--- src/rtl/phy_calib_pkg.sv ---
package phy_calib_pkg;

    typedef enum logic [0:0] {
        ST_IDLE = 1'b0,
        ST_WAIT = 1'b1
    } seq_state_e;

    localparam int unsigned NUM_STEPS = 3;
    localparam int unsigned STEP_W    = $clog2(NUM_STEPS);

    // step order is behaviour: loss-of-signal, boost, measurement time
    localparam logic [STEP_W-1:0] STEP_LOS   = STEP_W'(0);
    localparam logic [STEP_W-1:0] STEP_BOOST = STEP_W'(1);
    localparam logic [STEP_W-1:0] STEP_MEAS  = STEP_W'(2);

    // reference clock codes
    localparam int unsigned REF_19M2 = 0;
    localparam int unsigned REF_20M  = 1;
    localparam int unsigned REF_24M  = 2;
    localparam int unsigned REF_50M  = 3;

endpackage

--- src/rtl/phy_calib_lut.sv ---
module phy_calib_lut
    import phy_calib_pkg::*;
#(
    parameter int unsigned ADDR_W   = 16,
    parameter int unsigned DATA_W   = 16,
    parameter int unsigned SEL_W    = 3,
    parameter int unsigned MEAS_LSB = 4
) (
    input  logic [STEP_W-1:0] step_i,
    input  logic [SEL_W-1:0]  sel_i,
    output logic [ADDR_W-1:0] addr_o,
    output logic [DATA_W-1:0] data_o
);

    localparam int unsigned LOS_BIAS    = 5;
    localparam int unsigned BIAS_LSB    = 13;
    localparam int unsigned OVRD_EN_BIT = 10;
    localparam int unsigned LOS_LEVEL   = 9;
    localparam int unsigned VBOOST      = 5;

    localparam logic [ADDR_W-1:0] A_LOS   = ADDR_W'(32'h0015);
    localparam logic [ADDR_W-1:0] A_BOOST = ADDR_W'(32'h0012);
    localparam logic [ADDR_W-1:0] A_MEAS  = ADDR_W'(32'h1010);

    localparam logic [DATA_W-1:0] D_LOS =
        DATA_W'((LOS_BIAS << BIAS_LSB) | (1 << OVRD_EN_BIT) | LOS_LEVEL);
    localparam logic [DATA_W-1:0] D_BOOST = DATA_W'(VBOOST << BIAS_LSB);

    localparam int unsigned NUM_SEL = 1 << SEL_W;

    // measurement time per code, built by generate
    logic [DATA_W-1:0] meas_tbl [NUM_SEL];

    for (genvar g = 0; g < NUM_SEL; g++) begin : g_meas
        if (g == REF_50M) begin : g_fast
            assign meas_tbl[g] = DATA_W'(32'h20 << MEAS_LSB);
        end else if (g == REF_19M2 || g == REF_20M) begin : g_slow
            assign meas_tbl[g] = DATA_W'(32'h4 << MEAS_LSB);
        end else begin : g_mid
            assign meas_tbl[g] = DATA_W'(32'h8 << MEAS_LSB);
        end
    end

    always_comb begin
        unique case (step_i)
            STEP_LOS: begin
                addr_o = A_LOS;
                data_o = D_LOS;
            end
            STEP_BOOST: begin
                addr_o = A_BOOST;
                data_o = D_BOOST;
            end
            STEP_MEAS: begin
                addr_o = A_MEAS;
                data_o = meas_tbl[sel_i];
            end
            default: begin
                addr_o = '0;
                data_o = '0;
            end
        endcase
    end

endmodule

--- src/rtl/phy_calib_fsm.sv ---
module phy_calib_fsm
    import phy_calib_pkg::*;
#(
    parameter int unsigned SEL_W = 3
) (
    input  logic              clk,
    input  logic              rst_n,
    input  logic              start_i,
    input  logic [SEL_W-1:0]  sel_i,
    input  logic              ack_i,
    input  logic              err_i,
    output logic [STEP_W-1:0] step_o,
    output logic [SEL_W-1:0]  sel_o,
    output logic              req_o,
    output logic              done_o,
    output logic              fail_o,
    output logic              pass_o
);

    localparam logic [STEP_W-1:0] LAST_STEP = STEP_W'(NUM_STEPS - 1);

    typedef struct packed {
        seq_state_e        state;
        logic [STEP_W-1:0] step;
        logic [SEL_W-1:0]  sel;
        logic              req;
        logic              done;
        logic              fail;
        logic              pass;
    } seq_regs_t;

    seq_regs_t seq_d, seq_q;

    always_comb begin
        seq_d      = seq_q;
        seq_d.req  = 1'b0;
        seq_d.done = 1'b0;
        seq_d.fail = 1'b0;
        unique case (seq_q.state)
            ST_IDLE: begin
                if (start_i) begin
                    seq_d.state = ST_WAIT;
                    seq_d.step  = STEP_LOS;
                    seq_d.sel   = sel_i;
                    seq_d.req   = 1'b1;
                    seq_d.pass  = 1'b0;
                end
            end
            ST_WAIT: begin
                if (err_i) begin
                    seq_d.state = ST_IDLE;
                    seq_d.fail  = 1'b1;
                end else if (ack_i) begin
                    if (seq_q.step == LAST_STEP) begin
                        seq_d.state = ST_IDLE;
                        seq_d.done  = 1'b1;
                        seq_d.pass  = 1'b1;
                    end else begin
                        seq_d.step = seq_q.step + STEP_W'(1);
                        seq_d.req  = 1'b1;
                    end
                end
            end
            default: seq_d.state = ST_IDLE;
        endcase
    end

    always_ff @(posedge clk or negedge rst_n) begin
        if (!rst_n) begin
            seq_q <= '{state: ST_IDLE, step: '0, sel: '0,
                       req: 1'b0, done: 1'b0, fail: 1'b0, pass: 1'b0};
        end else begin
            seq_q <= seq_d;
        end
    end

    assign step_o = seq_q.step;
    assign sel_o  = seq_q.sel;
    assign req_o  = seq_q.req;
    assign done_o = seq_q.done;
    assign fail_o = seq_q.fail;
    assign pass_o = seq_q.pass;

endmodule

--- src/rtl/phy_calib_seq.sv ---
module phy_calib_seq
    import phy_calib_pkg::*;
#(
    parameter int unsigned ADDR_W   = 16,
    parameter int unsigned DATA_W   = 16,
    parameter int unsigned SEL_W    = 3,
    parameter int unsigned MEAS_LSB = 4
) (
    input  logic              clk,
    input  logic              rst_n,
    input  logic              start_i,
    input  logic [SEL_W-1:0]  refclk_sel_i,
    output logic [ADDR_W-1:0] port_addr_o,
    output logic [DATA_W-1:0] port_data_o,
    output logic              port_req_o,
    input  logic              port_done_i,
    input  logic              port_err_i,
    output logic              cal_done_o,
    output logic              cal_fail_o,
    output logic              cal_pass_o
);

    logic [STEP_W-1:0] step_w;
    logic [SEL_W-1:0]  sel_w;

    phy_calib_fsm #(
        .SEL_W (SEL_W)
    ) u_fsm (
        .clk     (clk),
        .rst_n   (rst_n),
        .start_i (start_i),
        .sel_i   (refclk_sel_i),
        .ack_i   (port_done_i),
        .err_i   (port_err_i),
        .step_o  (step_w),
        .sel_o   (sel_w),
        .req_o   (port_req_o),
        .done_o  (cal_done_o),
        .fail_o  (cal_fail_o),
        .pass_o  (cal_pass_o)
    );

    phy_calib_lut #(
        .ADDR_W   (ADDR_W),
        .DATA_W   (DATA_W),
        .SEL_W    (SEL_W),
        .MEAS_LSB (MEAS_LSB)
    ) u_lut (
        .step_i (step_w),
        .sel_i  (sel_w),
        .addr_o (port_addr_o),
        .data_o (port_data_o)
    );

endmodule

--- config.mk ---
export PLATFORM = sky130hd
export DESIGN_NAME = phy_calib_seq
export DESIGN_NICKNAME = d
export VERILOG_FILES = /design/src/rtl/phy_calib_pkg.sv /design/src/rtl/phy_calib_lut.sv /design/src/rtl/phy_calib_fsm.sv /design/src/rtl/phy_calib_seq.sv
export SDC_FILE = /design/constraint.sdc
export NUM_CORES = 1
export LEC_CHECK = 0
export CAP_MARGIN = 20
export CORE_UTILIZATION = 30
export CTS_BUF_LIST = sky130_fd_sc_hd__clkbuf_8
export CTS_CLUSTER_SIZE = 16
export DETAILED_ROUTE_END_ITERATION = 10
export DONT_BUFFER_PORTS = 1
export GPL_TIMING_DRIVEN = 0
export HOLD_SLACK_MARGIN = 0.06
export SYNTH_ARGS = -nofsm -noshare
export SYNTH_HDL_FRONTEND = slang
export SYNTH_SLANG_ARGS = --single-unit
--- constraint.sdc ---
create_clock -name clk -period 1.9 [get_ports clk]
set_clock_uncertainty 0.15 [all_clocks]
set_input_delay 0 -clock clk [delete_from_list [all_inputs] [get_ports clk]]
set_output_delay 0 -clock clk [all_outputs]
set_load 0.01 [all_outputs]
==> results of run 1 <==
[stage by stage]
step                      area [µm²]  utilization  std cells  worst slack [ps]
after floorplan                  773            -         91               526
after global placement           808        0.365        119               412
after detailed placement         808        0.365        119               405
after CTS                        973        0.440        134              84.7
after global routing             973        0.440        134              47.6
final                            973        0.440        134              91.2
[synthesized netlist by cell type, types with 2 or more instances]
cell	n	area, µm²
inv_1	4	15.0
nand2_1	10	37.5
dfrtp_1	10	250
o21ai_0	3	15.0
buf_4	24	180
nor2_1	3	11.3
ha_1	5	62.6
nor3_1	2	10.0
mux2_4	3	45.0
[worst max-delay path, stage by stage (launching register included)]
cell           delay [ps]
dfrtp_1               400
nand2b_4              150
buf_6                 130
mux2_4                300
dlygate4sd3_1         560
[registers in the layout, summed over array words and instances, names as in the netlist]
name and count:
u_fsm.sel_o 3, u_fsm.step_o 2, u_fsm.done_o 1, u_fsm.fail_o 1, u_fsm.pass_o 1, u_fsm.req_o 1
u_fsm.seq_q 1
[cell type report]
type	instances	area, µm²
fillers	222	1240
multi-input cells	52	317
flip-flops and latches	10	250
plain buffers	25	191
repair buffers	11	110
clock buffers	4	55.1
well taps	28	35.0
inverters	4	15.0
[final timing paths]
| path | slack [ps] | depth (start not counted) | to | startpoint |
|---|---|---|---|---|
| setup / recovery | 90 | 4 | u_fsm.sel_o[1] | u_fsm.seq_q[9] |
| hold / removal | 380 | 2 | u_fsm.fail_o | port_err_i |
| setup reg to reg | 90 | 4 | u_fsm.sel_o[1] | u_fsm.seq_q[9] |
| max in group asynchronous | 740 | 2 | u_fsm.req_o | rst_n |
| min in group asynchronous | 540 | 2 | u_fsm.fail_o | rst_n |
| hold reg to reg | 410 | 1 | u_fsm.fail_o | u_fsm.seq_q[9] |
[routing by layer]
| metal | wire length [µm] | share of wire |
|---|---|---|
| met2 | 710 | 0.53 |
| met4 | 0 | 0 |
| met5 | 0 | 0 |
| met3 | 122 | 0.091 |
| met1 | 514 | 0.38 |
[power breakdown]
part	switching [mW]	internal (mW)
Clock	0.0781	0.182
Sequential	0.0432	0.254
Combinational	0.178	0.191
Total	0.299	0.627
[logic make-up after synthesis]
logic type,Yosys count,synth area share
AO/OA/AOI/OAI,5,0.0425
multiplexers,3,0.0638
flip-flops,10,0.355
buffers and inverters,29,0.293
adder cells (fa/ha/maj),5,0.0887
other,1,0.00531
AND/OR/NAND/NOR,20,0.152
==> results.md, run 1 <==
- Design Power: 926 µW
- Initial antenna violation count: 0
- # setup viols final: 0
- Synth warnings: 0
- Commonest non-fill, non-tap cell in the layout: buf_4
- Vias: 498
- Vias in the first global route: 482
- Remaining global-route overflow: 0
- Hpwl dp: 1000 µm
- Startpoint types: flip-flop
- Root Buffer: clkbuf_8
- Share of cells above drive strength 1: 0.340
- # rows: 17
- Number of enable flip-flop cells after synthesis: 0
- Crit Path Class: reg -> reg
- Post-Synthesis Cells: 73
- Fin Setup TNS: 0 ps
- Antenna fix cells: 0
- Fmax: 0.553 GHz
- Period utilization: 0.952
- Max cap viols: 0
- Residual DRC: 0
- Post-CTS sizing: 0
- CP max FO: 8
- Status: finished, final reports clean
- Post-route minimum period: 1810 ps
- Router iterations before antenna repair: 3
- Power Density: 952 nW/µm²
- Mapped Avg Cell Area: 9.67 µm²
- Die width: 50.5 µm
- Most Crowded Layer GR: met2
- Critical Path RT: 1860 ps
- Routability cong.: 0.677
- Largest net degree at the start of global routing: 11
- Worst EP arrival: 1770 ps
- Unique masters post-synth: 18
- Synthesized area: 706 µm²
- Async SR Flop Fraction: 1.00
- Final Net Count: 120
- VDD IR-drop max: 501 µV
- Leakage: 0.525 nW
- CTS tree: done
- Clk_lat worst skew: 230 ps
- Detailed router's first-iteration violation count: 4
- Antenna Nets Post-Route: 0
- Post-Route WL: 1350 µm
- M2 GR Usage: 0.216
- Core outline area: 2210 µm²
- Clock Path Buffers: 2
- Num ports: 44
- Initial Util: 0.319
- Final Max Slew Viols: 0
- Post-CTS setup buffers: 0
- Wire length of the first global-routing pass: 2010 µm
- Fin. Hold Viols: 0
- Wire length per cell: 10.0 µm
- Main synth FF type: dfrtp_1
- Vias/cell: 3.72
- Met3 Use GR: 0.0364
- Worst hold path class: in -> reg
- Clock-pin slew on the worst setup and hold paths: 50 ps
- WHS: 377 ps
- RSZ-0062 raised after global routing: false
- Port bufs: 0
- Post-CTS Hold Fix Bufs: 11
- Clock buffer count from CTS: 3
- Layout area overhead: 37.9%
- GR Util All Layers: 0.108
- Synth Register Bits: 10
- H-tree levels: 1
- Met1 GRT Util: 0.0983
- Die Y: 50.5 µm
- Die area: 2550 µm²
- Post-synthesis sequential area ratio: 0.355
- Num Clock Sinks: 10
- Critical path endpoint category: flip-flop
- Commonest non-fill, non-tap cells in the layout: buf_4, conb_1, dlygate4sd3_1
Power figures use the tool's default switching activity.
==> run 2: changes to the inputs <==
--- a/config.mk
+++ b/config.mk
@@ -13,6 +13,7 @@
 export DONT_BUFFER_PORTS = 1
 export GPL_TIMING_DRIVEN = 0
 export HOLD_SLACK_MARGIN = 0.06
+export MAX_ROUTING_LAYER = met4
 export SYNTH_ARGS = -nofsm -noshare
 export SYNTH_HDL_FRONTEND = slang
 export SYNTH_SLANG_ARGS = --single-unit
==> run 2 against run 1 <==
  * Count of clock-buffer cells in the layout did not move
  * Combinational power barely moved
  * Sequential cell count stayed put
  * Setup slack stayed put
  * Core utilization stayed put
  * Cell count unchanged
  * First-iteration DRC count unchanged
  * Die area did not move
  * Register-to-register slack barely moved
  * Clock power barely moved
  * Via count is the same
==> results.md, run 2 (synthesized netlist as in run 1, its figures left out) <==
- Crit Path Class: reg -> reg
- Remaining global-route overflow: 0
- Post-CTS setup buffers: 0
- Leakage: 0.525 nW
- Core outline area: 2210 µm²
- Switching Fraction: 0.323
- Final Core Density: 0.440
- Die Y: 50.5 µm
- Seq pwr share: 0.321
- Post-route cell area: 973 µm²
- Vias in the first global route: 482
- Post-CTS Hold Fix Bufs: 11
- Antenna Nets Post-Route: 0
- Root Buffer: clkbuf_8
- Port bufs: 0
- Router iterations before antenna repair: 3
- Share of cells above drive strength 1: 0.340
- Detailed router's first-iteration violation count: 4
- Fin Setup TNS: 0 ps
- WHS: 377 ps
- Antenna fix cells: 0
- Clock Path Buffers: 2
- R2R Path Start: u_fsm.seq_q[9]
- Post-CTS sizing: 0
- # rows: 17
- Die area: 2550 µm²
- # setup viols final: 0
- Layout area overhead: 37.9%
- Placement Cell Area: 808 µm²
- Largest net degree at the start of global routing: 11
- Wire length per cell: 10.0 µm
- Psw: 299 µW
- Startpoint types: flip-flop
- Post-Route WL: 1350 µm
- Status: finished, final reports clean
- WHS Path Cells: 2
- Design Power: 926 µW
- Commonest non-fill, non-tap cells in the layout: buf_4, conb_1, dlygate4sd3_1
- VDD IR-drop max: 501 µV
- Wire length of the first global-routing pass: 2010 µm
- Worst hold path class: in -> reg
- Fmax: 0.553 GHz
- Reg2reg path depth: 4
- Clk_lat worst skew: 230 ps
- Min-delay src: port_err_i
- Clock-pin slew on the worst setup and hold paths: 50 ps
- GR Util All Layers: 0.111
- Clk pwr share: 0.280
- FF-to-FF End: u_fsm.sel_o[1]
- Post-route minimum period: 1810 ps
- Critical path endpoint category: flip-flop
- Max cap viols: 0
- Hpwl dp: 1000 µm
- Final Max Slew Viols: 0
- CP max FO: 8
- Period utilization: 0.952
- Initial Util: 0.319
- Logic pwr share: 0.399
- Routability cong.: 0.683
- Vias: 498
- Hold endpoint: u_fsm.fail_o
- Initial antenna violation count: 0
- Worst EP arrival: 1770 ps
- H-tree levels: 1
- CTS tree: done
- Num Clock Sinks: 10
- RSZ-0062 raised after global routing: false
- Clock buffer count from CTS: 3
- Max FFs per register: 3
- Reg-to-reg slack, setup: 90 ps
- Commonest non-fill, non-tap cell in the layout: buf_4
- Vias/cell: 3.72
- Internal power: 627 µW
- Critical Path RT: 1860 ps
- Power Density: 952 nW/µm²
- Residual DRC: 0
- Final Net Count: 120
- Die width: 50.5 µm
- Num ports: 44
- Fin. Hold Viols: 0
## run 2: cell counts in the layout (fill, tap and decap cells not counted)
No cell type changed its count.
## run 2: worst max-delay path, stage by stage (launching register included)
cell and delay [ps]:
dfrtp_1 400, nand2b_4 150, buf_6 130, mux2_4 300
dlygate4sd3_1 560
## run 2: cell type report
class                           count  area [µm²]
Fill cell                         222        1240
Multi-Input combinational cell     52         317
Sequential cell                    10         250
Buffer                             25         191
Timing Repair Buffer               11         110
Clock buffer                        4        55.1
Tap cell                           28        35.0
Inverter                            4        15.0
## run 2: how the worst max path moves through the flow
stage,from,endpoint,slack [ps],cells after the start
after floorplan,u_fsm.step_o[0],port_data_o[15],530,5
after global placement,u_fsm.step_o[0],port_data_o[15],410,5
after detailed placement,u_fsm.step_o[0],port_data_o[15],400,5
after CTS,u_fsm.seq_q[9],u_fsm.sel_o[2],80,4
after global routing,u_fsm.step_o[0],port_data_o[15],50,5
final,u_fsm.seq_q[9],u_fsm.sel_o[1],90,4
## run 2: per-layer routing
metal	global-route usage	vias to the layer above	wire [µm]	share of wire
li1	-	253	-	-
met3	0.0333	0	115	0.085
met4	0.0417	0	0	0
met5	-	-	0	0
met1	0.100	217	521	0.39
met2	0.216	28	710	0.53
## run 2: power by group through the flow
stage | sequential, mW | combinational (mW) | clock (mW)
6_report | 0.297 | 0.369 | 0.260
4_1_cts | 0.296 | 0.370 | 0.267
5_1_grt | 0.305 | 0.406 | 0.282
2_1_floorplan | 0.289 | 0.295 | 0
3_5_place_dp | 0.300 | 0.325 | 0
3_3_place_gp | 0.297 | 0.318 | 0
## run 2: per-stage QoR
step	instances	setup slack, ps
3_5_place_dp	119	405
6_report	134	91.2
5_1_grt	134	47.6
3_3_place_gp	119	412
2_1_floorplan	91	526
4_1_cts	134	84.7
==> run 3: changes to the inputs <==
--- a/config.mk
+++ b/config.mk
@@ -14,6 +14,7 @@
 export GPL_TIMING_DRIVEN = 0
 export HOLD_SLACK_MARGIN = 0.06
 export MAX_ROUTING_LAYER = met4
+export PLACE_DENSITY = 0.49
 export SYNTH_ARGS = -nofsm -noshare
 export SYNTH_HDL_FRONTEND = slang
 export SYNTH_SLANG_ARGS = --single-unit
==> run 3 against run 2 <==
  * Cell count is 0.75% higher
  * Largest power group unchanged
  * Final area is 1.0% higher
  * Register-to-register slack better by 20 ps
==> results.md, run 3 (synthesized netlist as in run 1, its figures left out) <==
- Status: finished, final reports clean
- Layout area overhead: 39.4%
- Worst hold path class: in -> reg
- Initial antenna violation count: 0
- Design Power: 923 µW
- Leakage: 0.527 nW
- Vias in the first global route: 477
- Final Max Slew Viols: 0
- Placement Cell Area: 808 µm²
- Port bufs: 0
- VDD IR-drop max: 414 µV
- Layout fillers: 223
- # rows: 17
- Post-route minimum period: 1790 ps
- Antenna Nets Post-Route: 0
- Clk_lat worst skew: 230 ps
- Clk pwr share: 0.282
- Power Density: 938 nW/µm²
- Max cap viols: 0
- Post-CTS sizing: 0
- Worst EP arrival: 1750 ps
- Placed cell count: 119
- Logic pwr share: 0.399
- Fin cells: 135
- Largest net degree at the start of global routing: 11
- Final Net Count: 121
- Vias: 498
- Fin Setup TNS: 0 ps
- Internal power: 629 µW
- WHS: 357 ps
- Antenna fix cells: 0
- Detailed router's first-iteration violation count: 1
- Switching Fraction: 0.318
- Remaining global-route overflow: 0
- Post-route cell area: 983 µm²
- # setup viols final: 0
- Routability cong.: 0.641
- Critical path endpoint category: flip-flop
- CP max FO: 8
- Psw: 293 µW
- Commonest non-fill, non-tap cells in the layout: buf_4, conb_1, dlygate4sd3_1
- Vias/cell: 3.69
- Seq pwr share: 0.318
- Post-CTS Hold Fix Bufs: 12
- H-tree levels: 1
- Clock buffer count from CTS: 3
- Hpwl dp: 933 µm
- Router iterations before antenna repair: 2
- Die area: 2550 µm²
- Wire length per cell: 9.19 µm
- Clock Path Buffers: 2
- Share of cells above drive strength 1: 0.336
- Fin. Hold Viols: 0
- Period utilization: 0.941
- Crit Path Class: reg -> reg
- Core outline area: 2210 µm²
- Commonest non-fill, non-tap cell in the layout: buf_4
- Clock-pin slew on the worst setup and hold paths: 50 ps
- Wire length of the first global-routing pass: 2040 µm
- Post-CTS setup buffers: 0
- Startpoint types: flip-flop
- Root Buffer: clkbuf_8
- Die Y: 50.5 µm
- Die width: 50.5 µm
- RSZ-0062 raised after global routing: false
- Num Clock Sinks: 10
- Initial Util: 0.319
- Post-Route WL: 1240 µm
- GR Util All Layers: 0.114
- CTS tree: done
- Num ports: 44
- Max FFs per register: 3
- Fmax: 0.559 GHz
- Residual DRC: 0
- Critical Path RT: 1860 ps
run 3: per-layer routing:
metal  vias to the layer above  GRT usage  share of wire
met2                        24      0.182           0.49
met5                         -          -              0
met1                       216      0.121           0.41
met3                         2     0.0394          0.083
met4                         0     0.0694          0.019
li1                        256          -              -
run 3: worst max-delay path: stages, from the launching register on:
cell and delay [ps]:
dfrtp_1 390, nand2b_4 140, buf_6 130, mux2_4 290, dlygate4sd3_1 560
run 3: worst paths after layout:
| check | start | depth (start not counted) | end | slack, ps |
|---|---|---|---|---|
| setup / recovery | u_fsm.seq_q[9] | 4 | u_fsm.sel_o[0] | 110 |
| hold / removal | port_err_i | 2 | u_fsm.fail_o | 360 |
| setup reg to reg | u_fsm.seq_q[9] | 4 | u_fsm.sel_o[0] | 110 |
| hold reg to reg | u_fsm.seq_q[9] | 1 | u_fsm.fail_o | 390 |
| max in group asynchronous | rst_n | 2 | u_fsm.pass_o | 740 |
| min in group asynchronous | rst_n | 2 | u_fsm.sel_o[2] | 550 |
run 3: layout make-up:
type / count / area [µm²] / area share
Timing Repair Buffer: 12 / 120 / 0.122
Inverter: 4 / 15.0 / 0.0153
Clock buffer: 4 / 55.1 / 0.0560
Buffer: 25 / 191 / 0.195
Tap cell: 28 / 35.0 / 0.0356
Multi-Input combinational cell: 52 / 317 / 0.322
Sequential cell: 10 / 250 / 0.254
run 3: power by group through the flow:
| stage | clock, mW | combinational [mW] | sequential [mW] |
|---|---|---|---|
| after floorplan | 0 | 0.295 | 0.289 |
| after global placement | 0 | 0.322 | 0.295 |
| after detailed placement | 0 | 0.325 | 0.298 |
| after CTS | 0.272 | 0.372 | 0.295 |
| after global routing | 0.284 | 0.406 | 0.301 |
| final | 0.261 | 0.368 | 0.294 |
run 3: per-stage QoR:
step           setup slack [ps]  utilization
3_5_place_dp                423        0.365
2_1_floorplan               526            -
5_1_grt                    55.8        0.445
3_3_place_gp                441        0.365
6_report                    113        0.445
4_1_cts                     118        0.445
